**src/rtl/isg_pkg.sv**
```systemverilog
package isg_pkg;
    localparam int unsigned ISG_ADDR_W   = 2;
    localparam int unsigned ISG_DATA_W   = 8;
    localparam int unsigned ISG_NLINES   = 2;
    localparam int unsigned ISG_LSTRIDE  = 3;

    localparam int unsigned ADDR_SRC  = 0;
    localparam int unsigned ADDR_CTRL = 1;
    localparam int unsigned ADDR_CLR  = 2;

    localparam int unsigned OFF_EN  = 0;
    localparam int unsigned OFF_POL = 1;
    localparam int unsigned OFF_ST  = 2;
    localparam int unsigned BIT_GEN = ISG_LSTRIDE * ISG_NLINES;

    typedef enum logic {
        LN_IDLE = 1'b0,
        LN_PEND = 1'b1
    } line_state_e;
endpackage

```
**src/rtl/isg_regs.sv**
```systemverilog
module isg_regs
    import isg_pkg::*;
#(
    parameter int unsigned ADDR_W = ISG_ADDR_W,
    parameter int unsigned DATA_W = ISG_DATA_W,
    parameter int unsigned NL     = ISG_NLINES
) (
    input  logic              clk,
    input  logic              rst_n,
    input  logic              wr_en,
    input  logic [ADDR_W-1:0] wr_addr,
    input  logic [DATA_W-1:0] wr_data,
    input  logic [ADDR_W-1:0] rd_addr,
    input  logic [NL-1:0]     pend,
    output logic [DATA_W-1:0] rd_data,
    output logic [NL-1:0]     sel_q,
    output logic [NL-1:0]     en_q,
    output logic [NL-1:0]     pol_q,
    output logic              gen_q,
    output logic              clr_pulse,
    output logic              cfg_wr
);
    localparam logic [ADDR_W-1:0] A_SRC  = ADDR_W'(ADDR_SRC);
    localparam logic [ADDR_W-1:0] A_CTRL = ADDR_W'(ADDR_CTRL);
    localparam logic [ADDR_W-1:0] A_CLR  = ADDR_W'(ADDR_CLR);

    logic wr_src, wr_ctrl;

    assign wr_src    = wr_en && (wr_addr == A_SRC);
    assign wr_ctrl   = wr_en && (wr_addr == A_CTRL);
    assign clr_pulse = wr_en && (wr_addr == A_CLR);
    assign cfg_wr    = wr_src || wr_ctrl;

    always_ff @(posedge clk) begin
        if (!rst_n) begin
            sel_q <= '0;
            en_q  <= '0;
            pol_q <= '1;
            gen_q <= 1'b0;
        end else begin
            if (wr_src) begin
                sel_q <= wr_data[NL-1:0];
            end
            if (wr_ctrl) begin
                for (int i = 0; i < NL; i++) begin
                    en_q[i]  <= wr_data[ISG_LSTRIDE*i + OFF_EN];
                    pol_q[i] <= wr_data[ISG_LSTRIDE*i + OFF_POL];
                end
                gen_q <= wr_data[BIT_GEN];
            end
        end
    end

    always_comb begin
        rd_data = '0;
        case (rd_addr)
            A_SRC: begin
                rd_data[NL-1:0] = sel_q;
            end
            A_CTRL: begin
                for (int i = 0; i < NL; i++) begin
                    rd_data[ISG_LSTRIDE*i + OFF_EN]  = en_q[i];
                    rd_data[ISG_LSTRIDE*i + OFF_POL] = pol_q[i];
                    rd_data[ISG_LSTRIDE*i + OFF_ST]  = pend[i];
                end
                rd_data[BIT_GEN] = gen_q;
            end
            default: rd_data = '0;
        endcase
    end
endmodule

```
**src/rtl/isg_line.sv**
```systemverilog
module isg_line
    import isg_pkg::*;
(
    input  logic clk,
    input  logic rst_n,
    input  logic src_a,
    input  logic src_b,
    input  logic sel,
    input  logic pol,
    input  logic quiet_set,
    input  logic clr,
    output logic ev_o,
    output logic pend_o
);
    line_state_e state_q, state_d;
    logic raw, eff, prev_q, quiet_q;

    assign raw  = sel ? src_b : src_a;
    assign eff  = pol ? raw : ~raw;
    assign ev_o = eff && !prev_q && !quiet_q;

    // Edge history and one-cycle mask after a configuration write or reset
    always_ff @(posedge clk) begin
        if (!rst_n) begin
            prev_q  <= 1'b0;
            quiet_q <= 1'b1;
        end else begin
            prev_q  <= eff;
            quiet_q <= quiet_set;
        end
    end

    // State register
    always_ff @(posedge clk) begin
        if (!rst_n) begin
            state_q <= LN_IDLE;
        end else begin
            state_q <= state_d;
        end
    end

    // Next state: capture and release
    always_comb begin
        state_d = state_q;
        unique case (state_q)
            LN_IDLE: if (ev_o)          state_d = LN_PEND;
            LN_PEND: if (clr && !ev_o)  state_d = LN_IDLE;
        endcase
    end

    // Output process
    always_comb begin
        pend_o = 1'b0;
        unique case (state_q)
            LN_IDLE: pend_o = 1'b0;
            LN_PEND: pend_o = 1'b1;
        endcase
    end
endmodule

```
**src/rtl/isg_top.sv**
```systemverilog
module isg_top
    import isg_pkg::*;
#(
    parameter int unsigned ADDR_W = ISG_ADDR_W,
    parameter int unsigned DATA_W = ISG_DATA_W
) (
    input  logic              clk,
    input  logic              rst_n,
    input  logic              wr_en,
    input  logic [ADDR_W-1:0] wr_addr,
    input  logic [DATA_W-1:0] wr_data,
    input  logic [ADDR_W-1:0] rd_addr,
    output logic [DATA_W-1:0] rd_data,
    input  logic              eoc_i,
    input  logic              fifo_half_i,
    input  logic              tick_i,
    input  logic              ext_trig_i,
    output logic              host_irq_o
);
    localparam int unsigned NL = ISG_NLINES;

    logic [NL-1:0] line_sel, line_en, line_pol, line_pend, line_event;
    logic [NL-1:0] raw_a, raw_b;
    logic          glb_en, clr_pulse, cfg_wr;
    logic          any_line;

    assign raw_a = {tick_i, eoc_i};
    assign raw_b = {ext_trig_i, fifo_half_i};

    isg_regs #(.ADDR_W(ADDR_W), .DATA_W(DATA_W), .NL(NL)) u_regs (
        .clk       (clk),
        .rst_n     (rst_n),
        .wr_en     (wr_en),
        .wr_addr   (wr_addr),
        .wr_data   (wr_data),
        .rd_addr   (rd_addr),
        .pend      (line_pend),
        .rd_data   (rd_data),
        .sel_q     (line_sel),
        .en_q      (line_en),
        .pol_q     (line_pol),
        .gen_q     (glb_en),
        .clr_pulse (clr_pulse),
        .cfg_wr    (cfg_wr)
    );

    for (genvar g = 0; g < NL; g++) begin : g_line
        isg_line u_line (
            .clk       (clk),
            .rst_n     (rst_n),
            .src_a     (raw_a[g]),
            .src_b     (raw_b[g]),
            .sel       (line_sel[g]),
            .pol       (line_pol[g]),
            .quiet_set (cfg_wr),
            .clr       (clr_pulse),
            .ev_o      (line_event[g]),
            .pend_o    (line_pend[g])
        );
    end

    always_comb begin
        any_line = 1'b0;
        for (int i = 0; i < NL; i++) begin
            any_line = any_line | (line_en[i] & line_pend[i]);
        end
    end

    assign host_irq_o = glb_en & any_line;
endmodule

```
**config.mk**
```make
export PLATFORM = sky130hd
export DESIGN_NAME = isg_top
export DESIGN_NICKNAME = d
export VERILOG_FILES = /design/src/rtl/isg_pkg.sv /design/src/rtl/isg_regs.sv /design/src/rtl/isg_line.sv /design/src/rtl/isg_top.sv
export SDC_FILE = /design/constraint.sdc
export NUM_CORES = 1
export LEC_CHECK = 0
export BUFFER_PORTS_ARGS = -buffer_cell sky130_fd_sc_hd__buf_2
export CAP_MARGIN = 20
export CELL_PAD_IN_SITES_DETAIL_PLACEMENT = 1
export CELL_PAD_IN_SITES_GLOBAL_PLACEMENT = 2
export CORE_MARGIN = 10
export CORE_UTILIZATION = 25
export CTS_BUF_LIST = sky130_fd_sc_hd__clkbuf_4 sky130_fd_sc_hd__clkbuf_8
export DETAILED_ROUTE_END_ITERATION = 10
export GPL_ROUTABILITY_DRIVEN = 0
export PLACE_DENSITY = 0.73
export SYNTH_ARGS = -nofsm -noshare
export SYNTH_HDL_FRONTEND = slang
export SYNTH_HIERARCHICAL = 1
export SYNTH_SLANG_ARGS = --single-unit
```
**constraint.sdc**
```tcl
create_clock -name clk -period 1.3 [get_ports clk]
set_clock_uncertainty 0.15 [all_clocks]
set_input_delay 0.065 -clock clk [delete_from_list [all_inputs] [get_ports clk]]
set_output_delay 0.065 -clock clk [all_outputs]
set_load 0.005 [all_outputs]
```
==> impl_metrics.toml <==
[outcome]
status = "complete, no violations"

[worst_setup_path]
r2r_slack_ns = 0.08
reg2reg_to = "g_line[1].u_line/state_q$_SDFF_PN0_"
crit_required_ns = 1.09
cp-start-kind = "flop"
worstSetupStartpoint = "u_regs/sel_q[1]$_SDFFE_PN0P_"
endpoint = "rd_data[1]"
cp-end-kind = "primary output"
crit_fanout = 2
worstSetupPathType = "reg2out"
arrival_ns = 1.05
reg2reg_depth = 3
r2r_start = "u_regs/sel_q[1]$_SDFFE_PN0P_"

[clock_tree]
clock-root-buffer = "clkbuf_4"
cts_buffer_depth = 2
cts_tree = "built"
cts_setup_buffers = 0
cts_buffers = 3
cts-htree-levels = 1
clkTransAtPathRegs_ns = 0.08
insertion_delay_ns = 0.28
cts.sinks = 13

[die]
placementRows = 18
ios = 28
start_util_pct = 26.8
coreArea_mm2 = 0.00252
dieArea_mm2 = 0.00518
dieHeight_um = 72.0
die_x_um = 72.0

[synthesis]
post_synth.cell_area_avg_um2 = 9.13
synth_nets = 93
netlist_area_um2 = 676
ys_warn_count = 6
synthCells = 74

[route]
routed-via-count = 622
drcViolationCount = 0
viasPerCell = 4.47
wire_per_inst_um = 13.3
postRouteAntennaNets = 0
wl_um = 1860
first_iter_violations = 4
dr.pass1.iters = 2

[global_routing]
antenna_found_initial = 0
grt_usage_pct = 7.50
grt-ovfl-total = 0
grt_max_degree = 17
grt_pass1_wl_um = 3130
grt_pass1_vias = 682

[final_layout]
nFillCells = 304
stdcell_count = 139
antenna_cells = 0
layout-drive-gt1-share_pct = 33.0
fin_nets = 129
syn_to_final_growth_pct = 39.8

[place]
pre_cts_ws_ns = 0.0443
portBuffers = 23
dp_hpwl_um = 1420
place_inst = 125

[power]
p_total_w = 0.000865
powerDensity_mw_per_mm2 = 915
ir_drop_mv = 0.399
p_leak_nw = 0.439

[sta]
setup_tns_ns = 0
whs_ns = 0.00869
rsz0062_at_grt = "yes"
finalCritPeriodShare_pct = 97.3
fmax_mhz = 791
fin_ws_ns = 0.0355
drv_slew = 0
fin_crit_ns = 1.26
setup_viol = 0
finalHoldViolCount = 0

[hold_path]
min_path_cells = 4
hp-class = "in2reg"

[run]
drv_cap = 0
==> cell type report <==
class	count	area (um^2)	share of cell area [%]
Inverter	4	15.0	1.59
Tap cell	30	37.5	3.97
Sequential cell	13	263	27.8
Clock buffer	4	30.0	3.18
Multi-Input combinational cell	54	377	39.9
Timing Repair Buffer	34	223	23.6
==> worst max-delay path: stages, from the launching register on <==
cell and delay [ns]:
dfxtp_2 0.34, buf_4 0.13, mux2i_1 0.13, nor2_1 0.05, buf_2 0.12
==> where the power goes <==
| part | internal, W | switching [W] |
|---|---|---|
| combinational | 0.0000823 | 0.0000644 |
| clock | 0.000140 | 0.000139 |
| sequential | 0.000422 | 0.0000176 |
| total | 0.000644 | 0.000221 |
==> metrics by stage <==
stage,instance area (um^2),util [%]
2_1_floorplan,676,-
3_3_place_gp,812,32.2
3_5_place_dp,812,32.2
4_1_cts,942,37.4
5_1_grt,945,37.5
6_report,945,37.5
==> sequential cells by signal (all words and copies together), names as in the netlist <==
| register | count |
|---|---|
| g_line.u_line/prev_q | 2 |
| g_line.u_line/quiet_q | 2 |
| g_line.u_line/state_q | 2 |
| u_regs/en_q | 2 |
| u_regs/gen_q | 1 |
| u_regs/pol_q | 2 |
| u_regs/sel_q | 2 |
==> placed cells by master (no fill, tap or decap), drive strengths merged <==
cell type	instances
a22oi	1
and2	5
buf	24
conb	1
dfxtp	13
dlygate4sd3	10
xnor2	2
nor2b	4
inv	4
nor3b	1
and3b	1
a221o	2
o211ai	2
clkbuf	4
nand2	12
nor2	5
and2b	1
nand2b	2
nand4b	2
nor4	4
mux2i	9
==> worst min path at each step <==
stage | start | to
floorplan | rst_n | g_line[0].u_line/quiet_q$_SDFF_PN1_
global placement | wr_data[6] | u_regs/gen_q$_SDFFE_PN0P_
detailed placement | wr_data[3] | u_regs/en_q[1]$_SDFFE_PN0P_
CTS | wr_addr[1] | u_regs/pol_q[1]$_SDFFE_PN1P_
global route | ext_trig_i | g_line[1].u_line/prev_q$_SDFF_PN0_
finish | ext_trig_i | g_line[1].u_line/prev_q$_SDFF_PN0_
==> repair_timing <==
item                       in CTS  in global routing
hold buffers                   10                  0
resized for setup               0                  2
hold endpoints to repair        9                  0
setup endpoints to repair       0                  3
==> routing by layer <==
layer	global-route usage, %	up-vias	part of all wire [%]
met2	13.1	8	54
met3	1.90	4	2.3
li1	-	321	-
met5	0	-	0
met4	4.52	0	2.3
met1	7.86	289	41
(Power assumes the default switching activity.)
